$ cat config.mk
export PLATFORM = sky130hd
export DESIGN_NAME = lswap_arbiter
export DESIGN_NICKNAME = d
export VERILOG_FILES = /design/src/rtl/lswap_pkg.sv /design/src/rtl/lswap_rr_arb.sv /design/src/rtl/lswap_bank.sv /design/src/rtl/lswap_arbiter.sv
export SDC_FILE = /design/constraint.sdc
export NUM_CORES = 1
export LEC_CHECK = 0
export BUFFER_PORTS_ARGS = -buffer_cell sky130_fd_sc_hd__buf_4
export CAP_MARGIN = 25
export CORE_UTILIZATION = 52
export CTS_CLUSTER_DIAMETER = 30
export DETAILED_ROUTE_END_ITERATION = 6
export GPL_ROUTABILITY_DRIVEN = 1
export PLACE_DENSITY = 0.77
export SETUP_SLACK_MARGIN = 0.4
export SYNTH_ARGS = -nofsm -noshare
export SYNTH_HDL_FRONTEND = slang
export SYNTH_SLANG_ARGS = --single-unit
$ cat constraint.sdc
create_clock -name clk -period 6.3 [get_ports clk]
set_input_delay 0.63 -clock clk [delete_from_list [all_inputs] [get_ports clk]]
set_output_delay 0.63 -clock clk [all_outputs]
set_load 0.005 [all_outputs]
$ cat src/rtl/lswap_pkg.sv
`timescale 1ns/1ps
package lswap_pkg;

    typedef enum logic [1:0] {
        OP_READ  = 2'd0,
        OP_WRITE = 2'd1,
        OP_SWAP  = 2'd2,
        OP_TEST  = 2'd3
    } op_e;

    // operations that replace the addressed word
    function automatic logic op_stores(op_e o);
        return (o == OP_WRITE) || (o == OP_SWAP);
    endfunction

    // operations that report whether the word was free
    function automatic logic op_flags(op_e o);
        return (o == OP_SWAP) || (o == OP_TEST);
    endfunction

endpackage

$ cat src/rtl/lswap_rr_arb.sv
`timescale 1ns/1ps
module lswap_rr_arb
    import lswap_pkg::*;
#(
    parameter int NP = 4,
    parameter int IW = (NP > 1) ? $clog2(NP) : 1
) (
    input  logic          clk,
    input  logic          rst_n,
    input  logic [NP-1:0] req,
    output logic [NP-1:0] gnt,
    output logic [IW-1:0] gnt_idx
);

    typedef struct packed {
        logic [IW-1:0] last;
    } arb_st_t;

    arb_st_t st_d, st_q;

    always_comb begin
        int   cand;
        logic found;
        st_d    = st_q;
        gnt     = '0;
        gnt_idx = '0;
        found   = 1'b0;
        cand    = 0;
        for (int k = 1; k <= NP; k++) begin
            cand = int'(st_q.last) + k;
            if (cand >= NP) cand = cand - NP;
            if (!found && req[cand[IW-1:0]]) begin
                found             = 1'b1;
                gnt[cand[IW-1:0]] = 1'b1;
                gnt_idx           = cand[IW-1:0];
            end
        end
        if (found) st_d.last = gnt_idx;
    end

    always_ff @(posedge clk) begin
        if (!rst_n) st_q <= '{last: IW'(NP - 1)};
        else        st_q <= st_d;
    end

    AST_ONE_GRANT: assert property (@(posedge clk) disable iff (!rst_n)
        $onehot0(gnt));
    AST_GRANT_ASKED: assert property (@(posedge clk) disable iff (!rst_n)
        (gnt & ~req) == '0);

    for (genvar i = 0; i < NP; i++) begin : g_yield
        AST_RR_YIELD: assert property (@(posedge clk) disable iff (!rst_n)
            ($past(gnt[i]) && |(req & ~(NP'(1) << i))) |-> !gnt[i]);
    end

endmodule

$ cat src/rtl/lswap_bank.sv
`timescale 1ns/1ps
module lswap_bank
    import lswap_pkg::*;
#(
    parameter int DW    = 8,
    parameter int DEPTH = 16,
    parameter int AW    = 4
) (
    input  logic          clk,
    input  logic          rst_n,
    input  logic          en,
    input  op_e           op,
    input  logic [AW-1:0] addr,
    input  logic [DW-1:0] wdata,
    output logic [DW-1:0] old_word
);

    typedef struct packed {
        logic [DEPTH-1:0][DW-1:0] words;
    } bank_st_t;

    bank_st_t st_d, st_q;

    // read of old contents and store of the new value share one edge
    always_comb begin
        st_d = st_q;
        if (en && op_stores(op)) st_d.words[addr] = wdata;
    end

    assign old_word = st_q.words[addr];

    always_ff @(posedge clk) begin
        if (!rst_n) st_q <= '0;
        else        st_q <= st_d;
    end

    AST_STORE_TAKES: assert property (@(posedge clk) disable iff (!rst_n)
        (en && op_stores(op)) |=> st_q.words[$past(addr)] == $past(wdata));
    AST_PEEK_KEEPS: assert property (@(posedge clk) disable iff (!rst_n)
        (en && !op_stores(op)) |=> st_q.words[$past(addr)] == $past(old_word));
    AST_IDLE_KEEPS: assert property (@(posedge clk) disable iff (!rst_n)
        !en |=> $stable(st_q));

endmodule

$ cat src/rtl/lswap_arbiter.sv
`timescale 1ns/1ps
module lswap_arbiter
    import lswap_pkg::*;
#(
    parameter int NP    = 4,
    parameter int DW    = 8,
    parameter int DEPTH = 16,
    parameter int AW    = $clog2(DEPTH)
) (
    input  logic             clk,
    input  logic             rst_n,
    input  logic [NP-1:0]    req_valid,
    output logic [NP-1:0]    req_ready,
    input  logic [2*NP-1:0]  req_op,
    input  logic [AW*NP-1:0] req_addr,
    input  logic [DW*NP-1:0] req_wdata,
    output logic [NP-1:0]    rsp_valid,
    output logic [DW-1:0]    rsp_data,
    output logic             rsp_flag
);

    localparam int IW = (NP > 1) ? $clog2(NP) : 1;

    typedef struct packed {
        logic [NP-1:0] vld;
        logic [DW-1:0] data;
        logic          flag;
    } rsp_st_t;

    logic [NP-1:0] gnt;
    logic [IW-1:0] gnt_idx;
    logic          fire;
    op_e           sel_op;
    logic [AW-1:0] sel_addr;
    logic [DW-1:0] sel_wdata;
    logic [DW-1:0] old_word;
    rsp_st_t       rsp_d, rsp_q;

    lswap_rr_arb #(.NP(NP), .IW(IW)) u_arb (
        .clk     (clk),
        .rst_n   (rst_n),
        .req     (req_valid),
        .gnt     (gnt),
        .gnt_idx (gnt_idx)
    );

    assign fire      = |gnt;
    assign req_ready = gnt;

    always_comb begin
        sel_op    = op_e'(req_op[int'(gnt_idx)*2 +: 2]);
        sel_addr  = req_addr[int'(gnt_idx)*AW +: AW];
        sel_wdata = req_wdata[int'(gnt_idx)*DW +: DW];
    end

    lswap_bank #(.DW(DW), .DEPTH(DEPTH), .AW(AW)) u_bank (
        .clk      (clk),
        .rst_n    (rst_n),
        .en       (fire),
        .op       (sel_op),
        .addr     (sel_addr),
        .wdata    (sel_wdata),
        .old_word (old_word)
    );

    always_comb begin
        rsp_d.vld  = gnt;
        rsp_d.data = fire ? old_word : '0;
        rsp_d.flag = fire && op_flags(sel_op) && (old_word == '0);
    end

    always_ff @(posedge clk) begin
        if (!rst_n) rsp_q <= '0;
        else        rsp_q <= rsp_d;
    end

    assign rsp_valid = rsp_q.vld;
    assign rsp_data  = rsp_q.data;
    assign rsp_flag  = rsp_q.flag;

    AST_RSP_ONEHOT: assert property (@(posedge clk) disable iff (!rst_n)
        $onehot0(rsp_valid));
    AST_RSP_TRACKS: assert property (@(posedge clk) disable iff (!rst_n)
        (|req_ready) |=> rsp_valid == $past(req_ready));
    AST_NO_STRAY_RSP: assert property (@(posedge clk) disable iff (!rst_n)
        !(|req_ready) |=> rsp_valid == '0);
    AST_FLAG_MEANS_FREE: assert property (@(posedge clk) disable iff (!rst_n)
        rsp_flag |-> (|rsp_valid) && rsp_data == '0);

endmodule

==> key figures <==
Outcome
  – Outcome: finished with violations
  – Failing checks: DRC

Setup path
  – Critical path fanouts, max: 26
  – CP Launch Point: u_arb.st_q[0]$_SDFFE_PN1P_
  – Crit path DAT: 5.72 ns
  – Startpoint Class: flop
  – FF-to-FF Start: u_arb.st_q[0]$_SDFFE_PN1P_
  – Crit end category: flop
  – Worst Path Required: 6.64 ns
  – Setup Crit Path Kind: flop to flop
  – Flop2flop setup slack: 0.92 ns

Placed design
  – Port Buffers: 78
  – GP Congestion: 0.884
  – Placed cell count: 1096
  – Detail Placement HPWL: 13400 µm
  – Cell Area, Placed: 0.00853 mm²

Yosys
  – Average size of a mapped cell: 8.95 µm²
  – Post-Synth XOR/XNOR Area: 0.111%
  – Area share of and/or/nand/nor cells after synthesis: 19.5%
  – Warnings from Yosys: 0
  – Synth Area in Compound Gates: 19.7%
  – Post-synth cell types: 64
  – Synthesized Nets: 953
  – EDFF count, synth: 0
  – Synth Area in Adders: 1.59%
  – Synth Cell Area: 0.00789 mm²
  – Post-synthesis sequential area ratio: 36.3%
  – Main combinational cell family by area after synthesis: compound AO/OA/AOI/OAI gates
  – Mux share of post-synthesis cell area: 17.2%
  – Post-synth top flop: dfxtp_1
  – Fraction of registers with async set/reset: 0%
  – Post-synthesis register bit count: 143
  – Post-synthesis cell count: 881

Global routing
  – Total track usage: 27.1%
  – Global-route wire length before repair: 33300 µm
  – Vias in the first global route: 6296
  – GRT Residual Overflow: 0
  – Pin count of the biggest net entering global routing: 135
  – Initial antenna violation count: 0

Route
  – Iter 0 DRT Violations: 719
  – Post-route ant nets: 0
  – Drt total wl: 21000 µm
  – First-pass DRT Iterations: 7
  – Residual DRC: 20
  – Via density: 5.96
  – Vias after detailed routing: 6725
  – Drt wl/cell: 18.6 µm

STA
  – Period utilization: 85.4%
  – Max-slew violation count: 0
  – Final hold vios: 0
  – Slew @ Worst Pin: 0.963 ns
  – Final setup fails: 0
  – Min Tclk post-route: 5.38 ns
  – Slew HR: 35.8%
  – Sum Neg Setup Slack: 0 ns
  – RSZ-0062 raised after global routing: no
  – Fmax: 186 MHz
  – Fin Clk Skew: 0.00959 ns

Clock tree
  – Clock transition at path regs: 0.06 ns
  – CTS Hold Bufs: 0
  – Clock buffer depth: 2
  – Setup repair bufs after CTS: 0
  – Clk Latency, worst-skew pair: 0.43 ns
  – CTS buffer count: 17
  – CTS root buf: clkbuf_16
  – H-tree depth: 4
  – Resized cells post-CTS: 0
  – CTS tree: built
  – Sinks on Clock Net: 143

Layout
  – Layout cells sized above 1: 19.6%
  – Final #Nets: 1004
  – Design area: 0.00917 mm²
  – Commonest non-fill, non-tap cell in the layout: dfxtp_1
  – Area grow syn2layout: 16.3%
  – Highest-count cells in the layout ignoring fill and taps: 143 x dfxtp_1, 110 x nand2_1, 103 x mux2i_1, 103 x buf_4, 72 x a21boi_0
  – Ant diodes: 0
  – Layout Cells excl Fill: 1129

Hold path
  – Worst hold path startpoint: u_bank.st_q[98]$_SDFFE_PN0P_
  – HP Class: flop to flop

Floorplanning
  – Die Span X: 125 µm
  – Core Area: 0.0146 mm²
  – Chip height: 125 µm
  – Ports: 79
  – Row cnt: 44
  – Initial core utilization: 53.8%
  – Die area: 0.0157 mm²

Power and ir drop
  – Power Density: 618 mW/mm²
  – Total power: 5670 µW
  – P_leak: 0.00347 µW
  – Maximum vdd drop: 0.380 mV

Job
  – Max Cap Viol: 0
==> where the power goes <==
group / internal, µW / switching (µW)
registers: 1100 / 98.3
logic: 1170 / 2230
clock network: 678 / 387
==> state kept, by name (all words and copies together), names as in the netlist <==
| signal | flops |
|---|---|
| u_bank.st_q | 128 |
| rsp_flag | 1 |
| rsp_data | 8 |
| u_arb.st_q | 2 |
| rsp_valid | 4 |
==> final cells by class <==
class	instances	area, µm²
Fill cell	1223	5470
Multi-Input combinational cell	655	4590
Sequential cell	143	2860
Timing Repair Buffer	106	833
Clock buffer	20	457
Tap cell	184	230
Clock inverter	12	165
Inverter	9	33.8
==> worst paths after layout <==
path	end	cells after the start
max reg2reg	u_bank.st_q[83]$_SDFFE_PN0P_	16
min	u_bank.st_q[98]$_SDFFE_PN0P_	2
min reg2reg	u_bank.st_q[98]$_SDFFE_PN0P_	2
max	u_bank.st_q[83]$_SDFFE_PN0P_	16
==> synth_stat cells (all sizes together), types with 6 or more instances <==
library cell	number	area (µm²)
clkbuf	35	131
a21boi	84	631
a211oi	30	225
a32oi	6	60.1
nor2	36	165
ha	10	125
a21oi	14	70.1
mux2i	105	1080
mux2	19	214
o21ai	36	180
dfxtp	143	2860
nor3	8	56.3
buf	39	277
nand2	112	425
inv	9	33.8
nor2b	69	432
o211ai	7	52.6
and2	8	50.1
nand3	57	290
==> per-layer routing <==
metal  wire length, µm  GRT usage [%]
met5                 0              0
met4               374           7.82
met1              9190           36.0
met3              1550           6.50
met2              9860           43.8
==> cells by family after synthesis <==
logic type | count (synthesis)
mux | 127
simple gates | 306
buf+inv | 83
fa+ha+maj | 10
compound gates | 211
xor+xnor | 1
flops | 143
==> critical path, stage by stage, from the launching register on <==
cell,delay [ns]
dfxtp_1,0.31
buf_4,0.28
inv_1,0.21
ha_1,0.44
mux4_2,0.36
nor2b_1,0.65
nand2_1,0.27
nand2_2,0.43
mux2_2,0.41
ha_1,0.30
inv_1,0.08
o41ai_2,0.13
nor2_1,0.19
nand2_1,0.37
nor2_1,0.55
nand2_1,0.10
a21boi_0,0.20
==> per-stage QoR <==
step / util, % / worst slack (ns) / hold slack [ns]
after floorplan: - / 1.37 / 0.434
after global placement: 58.3 / 1.24 / 0.441
after detailed placement: 58.3 / 1.08 / 0.449
after CTS: 62.5 / 1.02 / 0.456
after global routing: 62.6 / 0.451 / 0.480
final: 62.6 / 0.922 / 0.457
Power figures use the tool's default switching activity.
